## src/rtl/vrs_pkg.sv

```systemverilog
package vrs_pkg;
  // Framing engine mode: hunting for the marker or collecting payload bits.
  typedef enum logic {
    MODE_HUNT = 1'b0,
    MODE_PAY  = 1'b1
  } mode_e;

  // Shift code values delivered by the bit-recovery front end.
  localparam logic [1:0] SH_HOLD  = 2'd0;
  localparam logic [1:0] SH_ONE   = 2'd1;
  localparam logic [1:0] SH_TWO   = 2'd2;
  localparam logic [1:0] SH_RSVD  = 2'd3;
endpackage

```

## src/rtl/vrs_lane_map.sv

```systemverilog
// Maps the shift code onto two ordered bit lanes.
// Lane 0 carries the older bit (bit_hi) and is used only on a two-bit cycle.
// Lane 1 carries bit_lo on both one-bit and two-bit cycles.
module vrs_lane_map (
  input  logic [1:0] shift_code,
  input  logic       bit_hi,
  input  logic       bit_lo,
  output logic [1:0] lane_en,
  output logic [1:0] lane_bit
);
  always_comb begin
    lane_en[0]  = (shift_code == vrs_pkg::SH_TWO);
    lane_en[1]  = (shift_code == vrs_pkg::SH_ONE) || (shift_code == vrs_pkg::SH_TWO);
    lane_bit[0] = bit_hi;
    lane_bit[1] = bit_lo;
  end
endmodule

```

## src/rtl/vrs_bit_step.sv

```systemverilog
// One bit's worth of framing: advances the engine state by a single bit.
module vrs_bit_step #(
  parameter int                 MARK_LEN = 14,
  parameter int                 PAY_W    = 10,
  parameter logic [MARK_LEN-1:0] MARK    = 14'b10000000000000,
  localparam int                FW       = $clog2(MARK_LEN + 1),
  localparam int                CW       = $clog2(PAY_W + 1)
) (
  input  logic                  en_i,
  input  logic                  bit_i,
  input  vrs_pkg::mode_e        mode_i,
  input  logic [MARK_LEN-1:0]   hist_i,
  input  logic [FW-1:0]         fill_i,
  input  logic [CW-1:0]         pcnt_i,
  input  logic [PAY_W-1:0]      word_i,
  output vrs_pkg::mode_e        mode_o,
  output logic [MARK_LEN-1:0]   hist_o,
  output logic [FW-1:0]         fill_o,
  output logic [CW-1:0]         pcnt_o,
  output logic [PAY_W-1:0]      word_o,
  output logic                  hit_o,
  output logic                  emit_o
);
  localparam logic [FW-1:0] FILL_FULL = FW'(MARK_LEN);
  localparam logic [CW-1:0] PAY_LAST  = CW'(PAY_W);

  logic [MARK_LEN-1:0] hist_sh;
  logic [FW-1:0]       fill_inc;
  logic [CW-1:0]       pcnt_inc;

  always_comb begin
    hist_sh  = {hist_i[MARK_LEN-2:0], bit_i};
    fill_inc = (fill_i == FILL_FULL) ? fill_i : fill_i + 1'b1;
    pcnt_inc = pcnt_i + 1'b1;

    mode_o = mode_i;
    hist_o = hist_i;
    fill_o = fill_i;
    pcnt_o = pcnt_i;
    word_o = word_i;
    hit_o  = 1'b0;
    emit_o = 1'b0;

    if (en_i) begin
      if (mode_i == vrs_pkg::MODE_HUNT) begin
        hist_o = hist_sh;
        fill_o = fill_inc;
        if ((fill_inc == FILL_FULL) && (hist_sh == MARK)) begin
          hit_o  = 1'b1;
          mode_o = vrs_pkg::MODE_PAY;
          pcnt_o = '0;
          fill_o = '0;
        end
      end else begin
        word_o = {word_i[PAY_W-2:0], bit_i};
        pcnt_o = pcnt_inc;
        if (pcnt_inc == PAY_LAST) begin
          emit_o = 1'b1;
          mode_o = vrs_pkg::MODE_HUNT;
          pcnt_o = '0;
          hist_o = '0;
          fill_o = '0;
        end
      end
    end
  end
endmodule

```

## src/rtl/vrs_frame_rx.sv

```systemverilog
// Variable-rate shifter with marker-based framing.
// MARK_LEN >= 2 and PAY_W >= 3 are expected.
module vrs_frame_rx #(
  parameter int                  MARK_LEN = 14,
  parameter int                  PAY_W    = 10,
  parameter logic [MARK_LEN-1:0] MARK     = 14'b10000000000000
) (
  input  logic             clk,
  input  logic             rst_n,
  input  logic             bit_hi,
  input  logic             bit_lo,
  input  logic [1:0]       shift_code,
  output logic [PAY_W-1:0] word_data,
  output logic             word_valid,
  output logic             frame_locked
);
  localparam int LANES = 2;
  localparam int FW    = $clog2(MARK_LEN + 1);
  localparam int CW    = $clog2(PAY_W + 1);

  logic [LANES-1:0] lane_en;
  logic [LANES-1:0] lane_bit;
  logic [LANES-1:0] lane_hit;
  logic [LANES-1:0] lane_emit;

  // Chain of engine states; index 0 is the registered state.
  vrs_pkg::mode_e      mode_c [LANES+1];
  logic [MARK_LEN-1:0] hist_c [LANES+1];
  logic [FW-1:0]       fill_c [LANES+1];
  logic [CW-1:0]       pcnt_c [LANES+1];
  logic [PAY_W-1:0]    word_c [LANES+1];

  vrs_lane_map u_map (
    .shift_code (shift_code),
    .bit_hi     (bit_hi),
    .bit_lo     (bit_lo),
    .lane_en    (lane_en),
    .lane_bit   (lane_bit)
  );

  for (genvar g = 0; g < LANES; g++) begin : g_lane
    vrs_bit_step #(
      .MARK_LEN (MARK_LEN),
      .PAY_W    (PAY_W),
      .MARK     (MARK)
    ) u_step (
      .en_i   (lane_en[g]),
      .bit_i  (lane_bit[g]),
      .mode_i (mode_c[g]),
      .hist_i (hist_c[g]),
      .fill_i (fill_c[g]),
      .pcnt_i (pcnt_c[g]),
      .word_i (word_c[g]),
      .mode_o (mode_c[g+1]),
      .hist_o (hist_c[g+1]),
      .fill_o (fill_c[g+1]),
      .pcnt_o (pcnt_c[g+1]),
      .word_o (word_c[g+1]),
      .hit_o  (lane_hit[g]),
      .emit_o (lane_emit[g])
    );
  end

  always_ff @(posedge clk or negedge rst_n) begin
    if (!rst_n) begin
      mode_c[0]    <= vrs_pkg::MODE_HUNT;
      hist_c[0]    <= '0;
      fill_c[0]    <= '0;
      pcnt_c[0]    <= '0;
      word_c[0]    <= '0;
      word_data    <= '0;
      word_valid   <= 1'b0;
      frame_locked <= 1'b0;
    end else begin
      mode_c[0]    <= mode_c[LANES];
      hist_c[0]    <= hist_c[LANES];
      fill_c[0]    <= fill_c[LANES];
      pcnt_c[0]    <= pcnt_c[LANES];
      word_c[0]    <= word_c[LANES];
      word_valid   <= |lane_emit;
      frame_locked <= frame_locked | (|lane_hit);
      if (|lane_emit) begin
        word_data <= word_c[LANES];
      end
    end
  end
endmodule

```

## config.mk

```make
export PLATFORM = sky130hd
export DESIGN_NAME = vrs_frame_rx
export DESIGN_NICKNAME = d
export VERILOG_FILES = /design/src/rtl/vrs_pkg.sv /design/src/rtl/vrs_lane_map.sv /design/src/rtl/vrs_bit_step.sv /design/src/rtl/vrs_frame_rx.sv
export SDC_FILE = /design/constraint.sdc
export NUM_CORES = 1
export LEC_CHECK = 0
export BUFFER_PORTS_ARGS = -buffer_cell sky130_fd_sc_hd__buf_4
export CORE_MARGIN = 8
export CORE_UTILIZATION = 36
export CTS_BUF_LIST = sky130_fd_sc_hd__clkbuf_16
export DETAILED_ROUTE_END_ITERATION = 12
export HOLD_SLACK_MARGIN = 0.06
export SYNTH_ARGS = -nofsm -noshare
export SYNTH_HDL_FRONTEND = slang
export SYNTH_SLANG_ARGS = --single-unit
```

## constraint.sdc

```tcl
create_clock -name clk -period 3.7 [get_ports clk]
set_clock_uncertainty 0.1 [all_clocks]
set_input_delay 0.555 -clock clk [delete_from_list [all_inputs] [get_ports clk]]
set_output_delay 0.555 -clock clk [all_outputs]
set_load 0.02 [all_outputs]
```

# --- Yosys cells after proc, flatten, opt, wreduce, memory -nomap -nowiden ---
# Cells that the tools add are included.
op_classes:
  addsub: 4
  n_bitwise: 1
  n_mux: 46
  n_reduce_logical: 5
  n_eq_ne: 10
ops:
  columns: ["op", "count"]
  rows:
  - ["$mux W14", 6]
  - ["$mux W4", 18]
  - ["$mux W10", 4]
  - ["$eq A14 B14 Y1 const B", 2]
  - ["$eq A4 B4 Y1 const B", 6]
  - ["$mux W1", 18]
  - ["$add A4 B1 Y4 const B", 4]
  - ["$reduce_or A2 Y1", 2]
  - ["$eq A2 B1 Y1 const B", 1]
  - ["$eq A2 B2 Y1 const B", 1]
  - ["$logic_and A1 B1 Y1", 2]
  - ["$logic_or A1 B1 Y1", 1]
  - ["$or A1 B1 Y1", 1]
totals:
  ff_bits: 45
  in_bits: 6
  elab_cells: 74
  out_inout_bits: 12

# --- Logic depth before layout (Yosys ltp) ---
# Gate-level depths: netlist (run 1).
logic_depth:
  ltp_word: 16
  depth_mapped: 15
  depth_no_buf: 15

# --- By module ---
# A second synthesis (run 1) with hierarchy kept.
unflattened:
  hier_cells: 244
  hier_area_um2: 2756.4
modules_own_cells:
  columns: ["module", "instances", "area_per_inst_um2", "cells_each", "seq_area_each_um2"]
  rows:
  - ["vrs_frame_rx", 1, 1300.0, 59, 1126.1]
  - ["vrs_bit_step at g_lane[1].u_step", 1, 711.9, 90, 0.0]
  - ["vrs_bit_step at g_lane[0].u_step", 1, 709.4, 90, 0.0]
  - ["vrs_lane_map", 1, 35.0, 5, 0.0]

# --- Worst setup path after synthesis (run 1) ---
# Ideal clock, no wire load.
synth_timing:
  kind: "register to register"
  start: "reg fill_c[8] in the netlist's numbering"
  end: "reg pcnt_c[10] in the netlist's numbering"
  path_buffers: 0
  arrival_ps: 3577
  stages_incl_launch_ff: 16
  setup_time_ps: 138
  period_less_slack_ps: 3815
  t_required_ps: 3462
  path_slack_ps: -115
  cell_sequence: "dfrtp_1 inv_1 ha_1 or4_1 nor2_1 and3_1 a21o_1 nand2_1 ha_1 a2111oi_0 nand2_1 a2111oi_0 and3_1 o2111ai_2 a21oi_1 o22ai_1"
synth_via:
  elab_chain_len: 14
  word_cells_on_any_way: 26
  cone_classes: "3 x add/sub; 5 x eq/ne; 16 x mux; 2 x reduce/logical"
synth_rtl:
  columns: ["element", "line_no", "source"]
  rows:
  - ["start: declaration", "vrs_frame_rx.sv:29", "logic [FW-1:0] fill_c [LANES+1];"]
  - ["$add A4 B1 Y4 or $eq A4 B4 Y1 (tied branches)", "vrs_bit_step.sv:33", "fill_inc = (fill_i == FILL_FULL) ? fill_i : fill_i + 1'b1;"]
  - ["$mux W4", "vrs_bit_step.sv:33", null]
  - ["$eq A4 B4 Y1", "vrs_bit_step.sv:48", "if ((fill_inc == FILL_FULL) && (hist_sh == MARK)) begin"]
  - ["$logic_and A1 B1 Y1", "vrs_bit_step.sv:48", null]
  - ["$mux W4", "vrs_bit_step.sv:48", null]
  - ["$mux W4", "vrs_bit_step.sv:45", "if (mode_i == vrs_pkg::MODE_HUNT) begin"]
  - ["$mux W4", "vrs_bit_step.sv:44", "if (en_i) begin"]
  - ["$add A4 B1 Y4 or $eq A4 B4 Y1 (tied branches)", "vrs_bit_step.sv:33", null]
  - ["$mux W4", "vrs_bit_step.sv:33", null]
  - ["$eq A4 B4 Y1", "vrs_bit_step.sv:48", null]
  - ["$logic_and A1 B1 Y1", "vrs_bit_step.sv:48", null]
  - ["$mux W4", "vrs_bit_step.sv:48", null]
  - ["$mux W4", "vrs_bit_step.sv:45", null]
  - ["$mux W4 *", "vrs_bit_step.sv:44", null]
  - ["named net g_lane[1].u_step.pcnt_o[2]", "vrs_bit_step.sv:19", "output logic [CW-1:0] pcnt_o,"]
  - ["end: declaration", "vrs_frame_rx.sv:30", "logic [CW-1:0] pcnt_c [LANES+1];"]
# Mark *: on every way through the listed nets, which the timed path passes. The rest lies on a longest branch.
# A chain may end at the register's enable or synchronous reset.

# --- Worst setup path after layout (run 1) ---
layout_timing:
  start: "reg fill_c[8] in the netlist's numbering"
  end: "reg word_data[0]"
layout_via:
  elab_chain_len: 13
  word_cells_on_any_way: 19
  cone_classes: "2 x add/sub; 3 x eq/ne; 12 x mux; 2 x reduce/logical"
layout_rtl:
  columns: ["element", "line_no", "source"]
  rows:
  - ["$add A4 B1 Y4 or $eq A4 B4 Y1 (tied branches)", "vrs_bit_step.sv:33", null]
  - ["$mux W4 *", "vrs_bit_step.sv:33", null]
  - ["$eq A4 B4 Y1 *", "vrs_bit_step.sv:48", null]
  - ["$logic_and A1 B1 Y1 *", "vrs_bit_step.sv:48", null]
  - ["$mux W4", "vrs_bit_step.sv:48", null]
  - ["$mux W4", "vrs_bit_step.sv:45", null]
  - ["$mux W4", "vrs_bit_step.sv:44", null]
  - ["$add A4 B1 Y4", "vrs_bit_step.sv:34", "pcnt_inc = pcnt_i + 1'b1;"]
  - ["$eq A4 B4 Y1", "vrs_bit_step.sv:57", "if (pcnt_inc == PAY_LAST) begin"]
  - ["$mux W1", "vrs_bit_step.sv:57", null]
  - ["$mux W1", "vrs_bit_step.sv:45", null]
  - ["$mux W1", "vrs_bit_step.sv:44", null]
  - ["$reduce_or A2 Y1", "vrs_frame_rx.sv:82", "if (|lane_emit) begin"]
  - ["end signal: assignment", "vrs_frame_rx.sv:83", "word_data <= word_c[LANES];"]
  - ["end: declaration", "vrs_frame_rx.sv:13", "output logic [PAY_W-1:0] word_data,"]
# Mark *: on every way between the ends. The rest lies on a longest branch, timed or not.

==> metrics.md, run 1 <==
| Metric | Value |
|---|---|
| Status | finished, final reports clean |
| Post-synth EDFFs | 0 |
| Max_cap viols | 0 |
| Met1 GRT Util | 17.92% |
| H-Tree Depth | 2 |
| Worst Tran Pin Value | ~0.74 ns |
| Final setup fails | 0 |
| # IOs | 18 |
| Global Route Usage Sum | between 10% and 20% |
| Yosys top cell area share | 38.87% |
| Power density over the cells | between 500 and 600 nW/um^2 |
| Clock Power Share | between 20% and 30% |
| Synthesized flop and latch total | 44 |
| Met3 Resource Use GR | under 10% |
| Final-stage net count | 340 |
| Worst slew margin | between 50 and 60% |
| Hold Crit Class | primary input to asynchronous set/reset pin |
| Fin. max-slew vios | 0 |
| First-pass GRT wire length | around 12 mm |
| Post-place setup slack | -0.03052 ns |
| Core Box Area | ~7700 um^2 |
| WL/cell | roughly 17 um |
| Area grow syn2layout | 22.17% |
| Die width | roughly 100 um |
| Post-synth top flop | dfrtp_1 |
| Initial antenna violation count | 0 |
| Static Leak | 0.001570 uW |
| CTS Hold Bufs | 0 |
| Ratio of final minimum period to clock period | a little under 100% |
| Total number of vias | around 2,500 |
| Area of the multi-input gates | 1718 um^2 |
| Post-Syn Area per Cell | around 9.7 um^2 |
| Post-Synthesis Cells | 291 |
| Hpwl dp | 5.255 mm |
| Min Hold Slack | around 0.16 ns |
| Clock Latency Late Sink | around 0.28 ns |
| Worst setup EP type | register |
| Sw Share | about two fifths |
| RSZ-0062 raised after global routing | no |
| Final Hold Viols | 0 |
| Synth top area cells | dfrtp_1 39%, a22oi_1 5.6%, mux2_4 4.8% |
| Share of cells above drive strength 1 | 26.77% |
| Crit path time final | between 3 and 4 ns |
| Finished Core Util | around 45% |
| Reg area | 1102 um^2 |
| Port Buf Inserts | 17 |
| DR iter-0 viols | between 200 and 250 |
| Reg power frac | a little over a third |
| CTS clk-pin slew, worst paths | around 0.06 ns |
| Asr flop ratio synth | between 90% and 100% |
| Post-synthesis simple-gate area fraction | between 10 and 15% |
| Startpoint types | register |
| Fmax | ~280 MHz |
| Synthesis warning total | 0 |
| Switching pwr | roughly 710 uW |
| Fill cell count | 738 |
| Routing usage on met2 | 20.45% |
| GR peak layer | met2 |
| Post-Layout Cell Count | 427 |
| Sequential-to-total area share from yosys stat | 38.87% |
| Final setup TNS | 0 ns |
| Total Routed Length | about 7 mm |
| Largest buffer count on any clock path | 2 |
| CTS Buf Count | 5 |
| Cell taking the most area after synthesis | dfrtp_1 |
| DRC Markers | 0 |
| Ant diodes | 0 |
| Synth unique cells | 63 |
| Arr. time, crit path | between 3 and 4 ns |
| Synth Area in XOR/XNOR | between 1.5 and 2% |
| Vias/cell | 5.747 |
| Mux contribution to synthesized area | 6.670% |
| Starting Density | a little under two fifths |
| Setup ws final | roughly 0.14 ns |
| Total gr overflow | 0 |
| CTS root buffer | clkbuf_16 |
| Max Fanout on Critical Path | 6 |
| Die Footprint | 10,960 um^2 |
| Die Y | approximately 100 um |
| Placed Cells | around 420 |
| Post-Synth Adder-Cell Area | about 4% |
| Main combinational cell family by area after synthesis | compound AO/OA/AOI/OAI gates |
| Cell area after synthesis | roughly 2800 um^2 |
| Site Rows | 32 |
| DRT Pass-1 Iters | 5 |
| Worst path required time | 3.77 ns |
| Complex-gate fraction of the synthesized area | ~30% |
| Peak VDD IR | ~0.35 mV |
| Critical path class | register to register |
| CTS sink count | 44 |
| CTS tree | yes |
| Vias in the first global route | roughly 2,500 |
| Pin count of the biggest net entering global routing | 45 |
| Syn nets | between 300 and 400 |
| Int Power | around 1200 uW |
| Power share of the combinational group | between 40% and 50% |
| Placer Congestion | 0.8804 |
| Routed Antenna Nets | 0 |
## cell usage in the layout, fill, tap and decap left out, drive strengths merged, types with 3 or more instances in the layout
| master | count |
|---|---|
| a211oi | 3 |
| a21oi | 10 |
| a221o | 6 |
| a22oi | 23 |
| a31oi | 6 |
| and2 | 3 |
| and3 | 4 |
| buf | 41 |
| clkbuf | 5 |
| dfrtp | 44 |
| ha | 9 |
| inv | 17 |
| mux2 | 12 |
| nand2 | 20 |
| nand2b | 3 |
| nand3 | 8 |
| nor2 | 18 |
| nor2b | 4 |
| nor3 | 3 |
| o21a | 4 |
| o21ai | 19 |
| o22ai | 17 |
| xnor2 | 6 |
## through the flow
stage | instance area [um^2] | power [uW]
CTS | 3367 | 1777
detailed placement | 3208 | 1339
global placement | 3208 | 1329
floorplan | 2856 | 1126
global route | 3461 | 1986
finish | 3461 | 1870
## per-layer routing
metal	up-vias	part of all wire (%)
met5	-	0
met4	0	0.86
met2	54	48
met3	6	3.3
met1	1211	48
li1	1183	-
## area by class of cell
type | count | area share, %
tap | 102 | 3.688
clock inverter | 2 | 0.3615
inverter | 17 | 1.844
clock buffer | 5 | 3.615
sequential | 44 | 31.85
timing repair buffer | 41 | 9.002
multi-input combinational | 216 | 49.64
## power groups by stage
stage / Clock [uW] / Combinational [uW] / Sequential (uW)
3_5_place_dp: 0 / 682 / 657
2_1_floorplan: 0 / 497 / 629
6_report: 425 / 786 / 660
4_1_cts: 435 / 692 / 650
3_3_place_gp: 0 / 673 / 656
5_1_grt: 454 / 861 / 671
## worst max-delay path: stages (launching register included)
cell and delay, ns:
dfrtp_1 0.38, inv_2 0.08, ha_4 0.20, or4_4 0.55
nor2_4 0.10, buf_4 0.12, and4_4 0.25, a21oi_4 0.10
mux2_2 0.33, ha_2 0.23, nand2b_1 0.10, o22ai_1 0.10
a32oi_2 0.28, buf_4 0.20, mux2_2 0.33
## flip-flops by register name, indices dropped and copies added (netlist names)
name	cells
pcnt_c	4
fill_c	4
word_valid	1
hist_c	13
mode_c	1
word_c	10
word_data	10
frame_locked	1
## synth_stat cells (2+ instances only)
master	count
a211oi_1	3
ha_1	9
o21ai_1	2
mux2_4	9
o21ai_0	17
nor3_1	3
and2_1	3
mux2i_1	2
a21o_1	2
a31oi_1	5
dfrtp_1	44
and3_1	4
inv_1	17
nand3_1	8
a32oi_1	2
nand2b_1	3
a2111oi_0	2
mux2_2	3
a22o_1	2
a22oi_1	21
o22ai_1	17
o21a_1	4
nand4_1	2
nand2_1	20
nor2_1	18
buf_6	2
xnor2_1	6
a22oi_4	2
a21oi_1	8
a221o_1	6
nor2b_1	4
clkbuf_1	10
## worst paths after layout
kind                                           from                        to  slack (ns)  cells after the start
min in group clk           word_data[6]$_DFFE_PN0P_  word_data[6]$_DFFE_PN0P_        0.41                      1
max reg2reg                     fill_c[8]$_DFF_PN0_  word_data[0]$_DFFE_PN0P_        0.14                     14
min                                           rst_n      hist_c[39]$_DFF_PN0_        0.16                      1
max in group asynchronous                     rst_n       pcnt_c[8]$_DFF_PN0_        2.93                      1
min reg2reg                word_data[6]$_DFFE_PN0P_  word_data[6]$_DFFE_PN0P_        0.41                      1
max                             fill_c[8]$_DFF_PN0_  word_data[0]$_DFFE_PN0P_        0.14                     14
## cell families (layout without fill, tap and decap cells)
group,after synthesis,count (layout)
AOI/OAI and AO/OA,111,111
and+or+nand+nor,76,76
DFF,44,44
buffers and inverters,31,65
muxes,14,14
adders and majority gates,9,9
xor gates and xnor gates,6,6
## repair_timing
item	CTS	global route
gates resized for setup	2	17
buffers inserted	1	1
endpoints found under the setup margin	12	19
pin swaps	3	9
gates cloned	0	0
Note: power is estimated with default switching activity, not from simulation.
==> inputs of run 2 (changes only) <==
--- a/config.mk
+++ b/config.mk
@@ -11,6 +11,7 @@
 export CTS_BUF_LIST = sky130_fd_sc_hd__clkbuf_16
 export DETAILED_ROUTE_END_ITERATION = 12
 export HOLD_SLACK_MARGIN = 0.06
+export RECOVER_POWER = 100
 export SYNTH_ARGS = -nofsm -noshare
 export SYNTH_HDL_FRONTEND = slang
 export SYNTH_SLANG_ARGS = --single-unit
==> constraint.sdc (replaced) <==
create_clock -name clk -period 4.1 [get_ports clk]
set_clock_uncertainty 0.1 [all_clocks]
set_input_delay 0.615 -clock clk [delete_from_list [all_inputs] [get_ports clk]]
set_output_delay 0.615 -clock clk [all_outputs]
set_load 0.02 [all_outputs]
==> run 2 against run 1 <==
Compared with the run above:
- the flow now finishes with violations (capacitance limit, slew limit)
- count of clock-buffer cells in the layout unchanged
- via count down 3.4%
- register-to-register slack better by 0.09 ns
- global-route usage down 0.40 points
- non-clock buffer count down 12
- clock power down 6.1%
- flip-flop and latch count unchanged
==> metrics.md, run 2 (synthesis gave the netlist of run 1 again) <==
| Metric | Value |
|---|---|
| CTS Buf Count | 5 |
| Hold Crit Class | register to register |
| Critical path class | register to register |
| Final setup TNS | 0 ns |
| CTS Hold Bufs | 0 |
| Total number of vias | 2,371 |
| CTS sink count | 44 |
| Post-CTS setup buffer count | 0 |
| Core Box Area | 7687 um^2 |
| Final Hold Viols | 0 |
| Worst slew margin | -57.28% |
| Failing checks | capacitance limit, slew limit |
| Max_cap viols | 1 |
| Fmax | 258.3 MHz |
| Vias in the first global route | about 2,300 |
| DR iter-0 viols | around 170 |
| Total gr overflow | 0 |
| Vias/cell | 5.700 |
| CP bufs+invs | 3 |
| Total Routed Length | 6.800 mm |
| Arr. time, crit path | 3.94 ns |
| Hpwl dp | between 4 and 5 mm |
| CP top delay family | simple AND/OR/NAND/NOR gates |
| Port Buf Inserts | 17 |
| Global Route Usage Sum | 12.69% |
| Area grow syn2layout | 12.76% |
| Starting Density | about 37% |
| DRT Pass-1 Iters | 7 |
| CTS tree | yes |
| Startpoint types | register |
| Die Footprint | approximately 11,000 um^2 |
| Largest buffer count on any clock path | 2 |
| # IOs | 18 |
| Crit path time final | 3.872 ns |
| Initial antenna violation count | 0 |
| CP Cell Sequence | ha_1 > or4_1 > nor2_1 > buf_4 > and4_4 > a21oi_4 > a22oi_1 > inv_1 > ha_1 > nand2b_1 > o22ai_1 > a32oi_1 > clkbuf_2 > mux2_2 |
| Max Fanout on Critical Path | 6 |
| Critical path's largest stage delay | 0.52 ns |
| Post-Layout Cell Count | around 420 |
| Ratio of final minimum period to clock period | between 90% and 100% |
| Power density over the cells | about 490 nW/um^2 |
| CTS root buffer | clkbuf_16 |
| DRC Markers | 0 |
| Routed Antenna Nets | 0 |
| Die Y | 104.7 um |
| Regs by FF count | hist_c (13), word_c (10), word_data (10) |
| Static Leak | approximately 0.0014 uW |
| Biggest register | hist_c |
| Share of cells above drive strength 1 | 13.38% |
| Slowest CP cell | or4_1 |
| Commonest non-fill, non-tap cell in the layout | dfrtp_1 |
| Fin. max-slew vios | between 40 and 50 |
| Worst setup EP type | register |
| CTS clk-pin slew, worst paths | approximately 0.06 ns |
| Worst path required time | about 4.2 ns |
| Final-stage net count | roughly 330 |
| Overall power | roughly 1600 uW |
| H-Tree Depth | 2 |
| Max reg flops | 13 |
| Status | finished, violations left |
| Most used cell, CP | ha_1 |
| Most frequent cells in the layout | 44 x dfrtp_1, 21 x a22oi_1, 20 x nand2_1, 18 x nor2_1 |
| Die width | 104.7 um |
| Finished Core Util | 41.55% |
| Clock Latency Late Sink | around 0.29 ns |
| Final setup fails | 0 |
| Post_cts resized | 0 |
| Pin count of the biggest net entering global routing | 45 |
| Peak VDD IR | between 0.2 and 0.3 mV |
| WL/cell | between 15 and 20 um |
| Placed Cells | ~400 |
| Worst Tran Pin Value | around 2.4 ns |
| Ant diodes | 0 |
| Site Rows | 32 |
| Placer Congestion | between 0.8 and 0.9 |
| First-pass GRT wire length | approximately 12 mm |
[run 2: cell types whose count changed in the layout (fill, tap and decap cells not counted), sizes merged]
cell | previous run | this run
inv | 17 | 18
buf | 41 | 12
clkbuf | 5 | 22
[run 2: worst paths after layout]
path	cells after the start	slack, ns	endpoint	from
max in group asynchronous	1	1.61	fill_c[11]$_DFF_PN0_	rst_n
worst max-delay path	14	0.23	word_data[0]$_DFFE_PN0P_	fill_c[9]$_DFF_PN0_
worst max register to register	14	0.23	word_data[0]$_DFFE_PN0P_	fill_c[9]$_DFF_PN0_
min in group asynchronous	1	0.93	hist_c[37]$_DFF_PN0_	rst_n
worst min-delay path	1	0.39	word_data[4]$_DFFE_PN0P_	word_data[4]$_DFFE_PN0P_
worst min register to register	1	0.39	word_data[4]$_DFFE_PN0P_	word_data[4]$_DFFE_PN0P_
[run 2: worst register-to-register path: stages (launching register included)]
cell      delay, ns
dfrtp_1        0.43
ha_1           0.31
or4_1          0.52
nor2_1         0.16
buf_4          0.14
and4_4         0.24
a21oi_4        0.09
a22oi_1        0.28
inv_1          0.08
ha_1           0.29
nand2b_1       0.14
o22ai_1        0.10
a32oi_1        0.31
clkbuf_2       0.23
mux2_2         0.34
[run 2: cell type report]
class / instances / area [um^2]
Multi-Input combinational cell: 216 / 1594
Clock buffer: 5 / 125.1
Fill cell: 774 / 4493
Inverter: 17 / 63.81
Sequential cell: 44 / 1101
Tap cell: 102 / 127.6
Clock inverter: 3 / 21.27
Timing Repair Buffer: 29 / 161.4
[run 2: report_power, final]
| part | switching [uW] | total [uW] | internal [uW] | leakage, uW |
|---|---|---|---|---|
| combinational | 339 | 591 | 252 | 0.000762 |
| sequential | 88.1 | 591 | 503 | 0.000596 |
| clock | 172 | 399 | 227 | 0.0000702 |
| total | 599 | 1580 | 982 | 0.00143 |
[run 2: layer usage]
metal	GRT usage, %	up-vias	part of all wire [%]
met4	4.995	0	1.8
met1	17.28	1153	48
met5	0	-	0
met2	19.76	46	47
met3	1.904	9	3.1
li1	-	1163	-
[run 2: stage by stage]
step                      instance area, um^2  hold slack (ns)  setup slack (ns)
final                                    3194           0.3902            0.2285
after global placement                   3109           0.3931            0.1750
after global routing                     3194           0.4333          -0.01790
after detailed placement                 3109           0.3981            0.1030
after CTS                                3256           0.2407           0.08208
after floorplan                          2833           0.2194            0.2855
